===== config.mk =====
export PLATFORM = sky130hd
export DESIGN_NAME = mac_unit
export DESIGN_NICKNAME = d
export VERILOG_FILES = /design/src/rtl/mac_pkg.sv /design/src/rtl/mac_operand_prep.sv /design/src/rtl/mac_mult_stage.sv /design/src/rtl/mac_accum_stage.sv /design/src/rtl/mac_unit.sv
export SDC_FILE = /design/constraint.sdc
export NUM_CORES = 2
export LEC_CHECK = 0
export BUFFER_PORTS_ARGS = -buffer_cell sky130_fd_sc_hd__buf_4
export CAP_MARGIN = 20
export CORE_AREA = 5 5 324 326
export CTS_CLUSTER_DIAMETER = 30
export CTS_CLUSTER_SIZE = 12
export DETAILED_ROUTE_END_ITERATION = 8
export DIE_AREA = 0 0 329 331
export PLACE_DENSITY = 0.66
export SYNTH_ARGS = -nofsm -noshare
export SYNTH_HDL_FRONTEND = slang
export SYNTH_SLANG_ARGS = --single-unit

===== constraint.sdc =====
create_clock -name clk_i -period 9.6 [get_ports clk_i]
set_clock_uncertainty 0.1 [all_clocks]
set_input_delay 2.88 -clock clk_i [delete_from_list [all_inputs] [get_ports clk_i]]
set_output_delay 2.88 -clock clk_i [all_outputs]
set_load 0.02 [all_outputs]

===== src/rtl/mac_pkg.sv =====
package mac_pkg;
  typedef enum logic [2:0] {
    OP_MUL   = 3'd0,
    OP_MLA   = 3'd1,
    OP_UMULL = 3'd2,
    OP_SMULL = 3'd3,
    OP_UMLAL = 3'd4,
    OP_SMLAL = 3'd5,
    OP_RSV6  = 3'd6,
    OP_RSV7  = 3'd7
  } mac_op_e;

  function automatic logic op_signed(input mac_op_e op);
    return (op == OP_SMULL) || (op == OP_SMLAL);
  endfunction

  function automatic logic op_short(input mac_op_e op);
    return (op == OP_MUL) || (op == OP_MLA);
  endfunction

  function automatic logic op_valid(input mac_op_e op);
    return (op != OP_RSV6) && (op != OP_RSV7);
  endfunction
endpackage


===== src/rtl/mac_operand_prep.sv =====
module mac_operand_prep
  import mac_pkg::*;
#(
  parameter int unsigned W = 32
) (
  input  mac_op_e        op_i,
  input  logic [W-1:0]   a_i,
  input  logic [W-1:0]   b_i,
  input  logic [W-1:0]   add_i,
  input  logic [W-1:0]   acc_hi_i,
  input  logic [W-1:0]   acc_lo_i,
  output logic [W:0]     a_x_o,
  output logic [W:0]     b_x_o,
  output logic [2*W-1:0] addend_o
);
  logic sgn;

  always_comb begin
    sgn   = op_signed(op_i);
    // one extra bit: sign copy for signed modes, zero otherwise
    a_x_o = {sgn & a_i[W-1], a_i};
    b_x_o = {sgn & b_i[W-1], b_i};
    unique case (op_i)
      OP_MLA:            addend_o = {{W{1'b0}}, add_i};
      OP_UMLAL, OP_SMLAL: addend_o = {acc_hi_i, acc_lo_i};
      default:           addend_o = '0;
    endcase
  end
endmodule


===== src/rtl/mac_mult_stage.sv =====
module mac_mult_stage
  import mac_pkg::*;
#(
  parameter int unsigned W = 32
) (
  input  logic           clk_i,
  input  logic           rst_ni,
  input  logic           vld_i,
  input  mac_op_e        op_i,
  input  logic [W:0]     a_x_i,
  input  logic [W:0]     b_x_i,
  input  logic [2*W-1:0] addend_i,
  output logic           vld_o,
  output mac_op_e        op_o,
  output logic [2*W-1:0] prod_o,
  output logic [2*W-1:0] addend_o
);
  localparam int unsigned PW = 2 * W;

  logic [PW-1:0] prod_d;

  // (W+1)x(W+1) signed product; low 2W bits are exact for both signednesses
  always_comb prod_d = PW'($signed(a_x_i) * $signed(b_x_i));

  always_ff @(posedge clk_i or negedge rst_ni) begin
    if (!rst_ni) begin
      vld_o    <= 1'b0;
      op_o     <= OP_MUL;
      prod_o   <= '0;
      addend_o <= '0;
    end else begin
      vld_o <= vld_i;
      if (vld_i) begin
        op_o     <= op_i;
        prod_o   <= prod_d;
        addend_o <= addend_i;
      end
    end
  end
endmodule


===== src/rtl/mac_accum_stage.sv =====
module mac_accum_stage
  import mac_pkg::*;
#(
  parameter int unsigned W = 32
) (
  input  logic           clk_i,
  input  logic           rst_ni,
  input  logic           vld_i,
  input  mac_op_e        op_i,
  input  logic [2*W-1:0] prod_i,
  input  logic [2*W-1:0] addend_i,
  output logic           done_o,
  output logic [W-1:0]   res_lo_o,
  output logic [W-1:0]   res_hi_o
);
  logic [2*W-1:0] sum;
  logic [W-1:0]   lo_d, hi_d;

  always_comb begin
    sum = prod_i + addend_i;  // wraps modulo 2^(2W)
    if (!op_valid(op_i)) begin
      lo_d = '0;
      hi_d = '0;
    end else if (op_short(op_i)) begin
      lo_d = sum[W-1:0];
      hi_d = '0;
    end else begin
      lo_d = sum[W-1:0];
      hi_d = sum[2*W-1:W];
    end
  end

  always_ff @(posedge clk_i or negedge rst_ni) begin
    if (!rst_ni) begin
      done_o   <= 1'b0;
      res_lo_o <= '0;
      res_hi_o <= '0;
    end else begin
      done_o <= vld_i;
      if (vld_i) begin
        res_lo_o <= lo_d;
        res_hi_o <= hi_d;
      end
    end
  end
endmodule


===== src/rtl/mac_unit.sv =====
module mac_unit
  import mac_pkg::*;
#(
  parameter int unsigned W = 32
) (
  input  logic         clk_i,
  input  logic         rst_ni,
  input  logic         start_i,
  input  logic [2:0]   op_i,
  input  logic [W-1:0] a_i,
  input  logic [W-1:0] b_i,
  input  logic [W-1:0] add_i,
  input  logic [W-1:0] acc_hi_i,
  input  logic [W-1:0] acc_lo_i,
  output logic         done_o,
  output logic [W-1:0] res_lo_o,
  output logic [W-1:0] res_hi_o
);
  localparam int unsigned PW = 2 * W;

  mac_op_e       op_in, op_s1;
  logic [W:0]    a_x, b_x;
  logic [PW-1:0] addend_s0, addend_s1, prod_s1;
  logic          vld_s1;

  assign op_in = mac_op_e'(op_i);

  mac_operand_prep #(.W(W)) u_prep (
    .op_i    (op_in),
    .a_i     (a_i),
    .b_i     (b_i),
    .add_i   (add_i),
    .acc_hi_i(acc_hi_i),
    .acc_lo_i(acc_lo_i),
    .a_x_o   (a_x),
    .b_x_o   (b_x),
    .addend_o(addend_s0)
  );

  mac_mult_stage #(.W(W)) u_mult (
    .clk_i   (clk_i),
    .rst_ni  (rst_ni),
    .vld_i   (start_i),
    .op_i    (op_in),
    .a_x_i   (a_x),
    .b_x_i   (b_x),
    .addend_i(addend_s0),
    .vld_o   (vld_s1),
    .op_o    (op_s1),
    .prod_o  (prod_s1),
    .addend_o(addend_s1)
  );

  mac_accum_stage #(.W(W)) u_acc (
    .clk_i   (clk_i),
    .rst_ni  (rst_ni),
    .vld_i   (vld_s1),
    .op_i    (op_s1),
    .prod_i  (prod_s1),
    .addend_i(addend_s1),
    .done_o  (done_o),
    .res_lo_o(res_lo_o),
    .res_hi_o(res_hi_o)
  );
endmodule


# [After elaboration in Yosys (flattened, before gate mapping)]
# Cells that the tools add are included.
[classes] n_addsub=1 multipliers=1 n_eq_ne=7 n_mux=4 n_bitwise=2 n_reduce_logical=5
[op_table] cell="64-bit one-hot mux with 2 select lines" count=1
[op_table] cell="32-bit two-way mux" count=3
[op_table] cell="64-bit adder" count=1
[op_table] cell="33-bit by 33-bit multiplier with 64-bit output" count=1
[op_table] cell="3-bit by 1-bit == test with 1-bit output (second input constant)" count=2
[op_table] cell="3-bit == test (second input constant)" count=2
[op_table] cell="3-bit inequality test (second input constant)" count=2
[op_table] cell="3-bit by 2-bit == test with 1-bit output (second input constant)" count=1
[op_table] cell="3-bit zero test" count=1
[op_table] cell="1-bit AND" count=2
[op_table] cell="1-bit logical OR" count=2
[op_table] cell="2-bit OR reduction" count=1
[op_table] cell="1-bit logical AND" count=1
[word_totals] regBits=197 inputBits=166 out_inout_bits=65 elab_cells=27

# [Longest topological paths before layout]
[depth] word_depth=4 ltp_mapped=31 ltp_nobuf=29

# [Hierarchy]
# From an unflattened synthesis, not the netlist that was laid out.
[unflattened] hier_cells=5405 hier_area_um2=51056.5
[modules_own_cells] mod="mac_mult_stage" instances=1 cells_each=4474 area_per_inst_um2=43346.6 seq_area_each_um2=3303.2
[modules_own_cells] mod="mac_accum_stage" instances=1 cells_each=784 area_per_inst_um2=6572.6 seq_area_each_um2=1626.6
[modules_own_cells] mod="mac_operand_prep" instances=1 cells_each=147 area_per_inst_um2=1137.3 seq_area_each_um2=0.0

# [Least setup slack after synthesis]
# No wires, ideal clock.
[synth_timing] path_type="input to register" start="input port op_i[2]" end="register u_mult.prod_o[57]" setup_ns=0.120 arrival_time_ns=10.340 t_required_ns=9.380 slack_ns=-0.960 path_stages=30 path_buffers=1 cell_sequence="nor2b_1 > o21a_1 > and2_1 > clkbuf_1 > nand2_1 > inv_1 > fa_1 > inv_1 > fa_1 > inv_1 > fa_1 > inv_1 > fa_1 > inv_1 > fa_1 > fa_1 > inv_1 > fa_1 > fa_1 > inv_1 > ha_1 > a21oi_1 > o21ai_0 > a311o_1 > a21o_1 > a21o_1 > inv_1 > a21oi_1 > or3_1 > a31o_2"
[synth_between] elab_chain_len=4 word_cells_on_any_way=6 cone_classes="mul (1); eq/ne (2); bitwise (2); reduce/logical (1)"
[synth_rtl] item="start: declaration" line_no="mac_unit.sv:9" text="input logic [2:0] op_i,"
[synth_rtl] item="3-bit by 2-bit == test with 1-bit output / 3-bit == test (equally long branches)" line_no="mac_pkg.sv:14" text="return (op == OP_SMULL) || (op == OP_SMLAL);"
[synth_rtl] item="1-bit logical OR (*)" line_no="mac_pkg.sv:14"
[synth_rtl] item="1-bit AND, on equally long branches" line_no="mac_operand_prep.sv:21, mac_operand_prep.sv:22"
[synth_rtl] item="33-bit by 33-bit multiplier with 64-bit output (*)" line_no="mac_mult_stage.sv:23" text="always_comb prod_d = PW'($signed(a_x_i) * $signed(b_x_i));"
[synth_rtl] item="end signal: assignment" line_no="mac_mult_stage.sv:35" text="prod_o <= prod_d;"
[synth_rtl] item="end: declaration" line_no="mac_mult_stage.sv:15" text="output logic [2*W-1:0] prod_o,"
# Every way passes the cells marked *; elsewhere a longest branch is shown, timed or not.
# A chain may end at the register's enable or synchronous reset.

# [Worst setup path in the final report]
[layout_timing] start="input port op_i[1]" end="register u_mult.prod_o[59]"
# The elaborated chain is that of the path after synthesis.

==> impl_metrics.toml <==
[die]
fp.dieW_um = 329
coreArea_um2 = 101000
dieHeight_um = 331
rows = 117
dieArea_um2 = 109000
initial_core_util_pct = 48.6
io_pins = 231

[synth]
synth_ff_type = "dfrtp_1"
ys_ff_latch = 196
synthTopCellsByArea = "fa_1 (46%), dfrtp_1 (9.9%), inv_1 (8.8%)"
synth_commonest_cells = "inv_1 (1155), fa_1 (1126), nand2_1 (786)"
syn_area_um2 = 49300
synth_most_common_cell = "inv_1"
yosys_warnings = 0
synth_nets = 6951
synth_area_per_cell_um2 = 9.16
syn_inst = 5384
yosysTopAreaCellShare_pct = 45.7
synth_edf_count = 0
yosys.cell_types.count = 88
synth.largest_area_cell = "fa_1"
yosysSeqAreaShare_pct = 9.94
async_reset_ff_share_pct = 100

[drt]
routed_wl_mm = 146
drt_iter0_drc = 2487
viasPerCell = 5.35
num_vias = 39011
drtPass1Iterations = 5
drc = 0
postRouteAntennaNets = 0
wl_per_cell_um = 20.0

[critical_path]
startpoint_type = "input pin"
cp_slowest_cell = "fa_2"
critPathMaxFanout = 7
arrival_ps = 10140
reg2reg_depth = 11
endpoint_kind = "flip-flop"
crit_top_cell = "fa_2"
worst_path_largest_cell_delay_ps = 670
path_class = "input pin to flip-flop"
required_ps = 9840

[clocking]
cts_buffers = 17
cts_hold_buffers = 0
htreeDepth = 4
clockBufferDepth = 2
cts.sinks = 196
clkTransAtPathRegs_ps = 80
cts_tree = "built"
cts-root-buf = "clkbuf_16"
clkLatencyLatePin_ps = 460

[layout]
final_nets = 7473
drive_gt1_share_pct = 18.9
area_delta_synth_final_pct = 18.7
nFillCells = 8892

[hold_path]
hp-class = "flip-flop to flip-flop"
min_path_cells = 1

[global_route]
grt_pass1_wl_mm = 230
overflow = 0
antenna_found_initial = 2
gr-usage-all-layers_pct = 26.9
grt_pass1_vias = 41405
grt_max_degree = 89

[sta]
final_max_slew_viol_count = 0
rsz0062_at_grt = "yes"
hold_viol_final = 0
finalSetupViolations = 18
tns_ps = -2940
worst_slew_pin_slew_ps = 1030
relSlewSlack_pct = 31.2
timing.final.crit_share_pct = 103
layout_min_cycle_time_ps = 9910
fmax_ghz = 0.101
fin_ws_ps = -305

[status]
violations = "negative setup slack"
status = "complete, but fails checks"

[flow_run]
maxCapViolCount = 0

[place]
port_buffers = 230
hpwlAfterDp_mm = 123
place_congestion = 0.955
## layout make-up
type / instances / area (um2) / share of cell area [%]
clock inverter: 13 / 136 / 0.233
inverter: 1156 / 4360 / 7.45
tap: 1368 / 1710 / 2.92
antenna: 3 / 7.51 / 0.0128
multi-input combinational: 3744 / 40000 / 68.4
clock buffer: 19 / 433 / 0.740
sequential: 196 / 4900 / 8.38
timing repair buffer: 791 / 6940 / 11.9
## worst max-delay path, delay by kind of cell
family | cells | cell delay [ps]
and+or+nand+nor | 3 | 380
AOI/OAI and AO/OA | 9 | 1570
buffers and inverters | 8 | 810
adders and majority gates | 9 | 4480
## cell usage in the layout (no fill, tap or decap), types with 43 or more instances in the layout
cell type	count
a21o_1	86
a21oi_1	115
and2_1	360
buf_12	43
buf_4	662
buf_6	66
dfrtp_1	196
fa_1	1087
ha_1	253
inv_1	1104
inv_2	46
nand2_1	765
nand3_1	73
nor2_1	164
o21ai_0	95
xnor2_1	76
## state kept, by name, indices dropped and copies added (netlist names)
| signal | flops |
|---|---|
| u_acc.done_o | 1 |
| u_acc.res_hi_o | 32 |
| u_acc.res_lo_o | 32 |
| u_mult.addend_o | 64 |
| u_mult.op_o | 2 |
| u_mult.prod_o | 64 |
| u_mult.vld_o | 1 |
## layer usage
layer  track usage (%)  up-vias  routed length (um)
met4              9.01        0                5850
li1                  -    17381                   -
met5                 0        -                   0
met3              3.87      299                9210
met1              35.6    20068               58900
met2              46.0     1263               71600
## worst paths after layout
kind | startpoint | endpoint | slack [ps]
max reg2reg | u_mult.prod_o[0] | u_acc.res_hi_o[22] | 5730
min in group asynchronous | rst_ni | u_mult.addend_o[17] | 2350
max in group asynchronous | rst_ni | u_mult.addend_o[12] | 5650
min | u_acc.res_lo_o[17] | u_acc.res_lo_o[17] | 390
min reg2reg | u_acc.res_lo_o[17] | u_acc.res_lo_o[17] | 390
max | op_i[1] | u_mult.prod_o[59] | -310
## cell families after synthesis
family | count (synthesis) | synth area share [%]
XOR/XNOR | 108 | 1.92
adder cells (fa/ha/maj) | 1401 | 52.7
AO/OA/AOI/OAI | 601 | 8.28
AND/OR/NAND/NOR | 1589 | 15.2
flip-flops | 196 | 9.94
multiplexers | 45 | 1.02
buffers and inverters | 1444 | 11.0
## what timing repair did
item / 4_1_cts / 5_1_grt
endpoints found under the hold margin: 0 / 0
buffers inserted: 9 / 59
endpoints found under the setup margin: 30 / 33
pin swaps: 30 / 214
gates cloned: 0 / 2
resized for setup: 54 / 316
## stage by stage
| step | hold WS, ps | cells | cell area [um2] | util, % | setup slack [ps] |
|---|---|---|---|---|---|
| after floorplan | 252 | 5384 | 49600 | - | -618 |
| after global placement | 373 | 7187 | 55900 | 55.1 | -1070 |
| after detailed placement | 374 | 7187 | 55900 | 55.1 | -1080 |
| after CTS | 393 | 7227 | 56800 | 56.0 | -249 |
| after global routing | 397 | 7287 | 58500 | 57.7 | -494 |
| final | 389 | 7290 | 58500 | 57.7 | -305 |
Power is left out: the tool's default activity adds up to more than one toggle a clock period on the data nets, which glitch-free logic cannot reach.
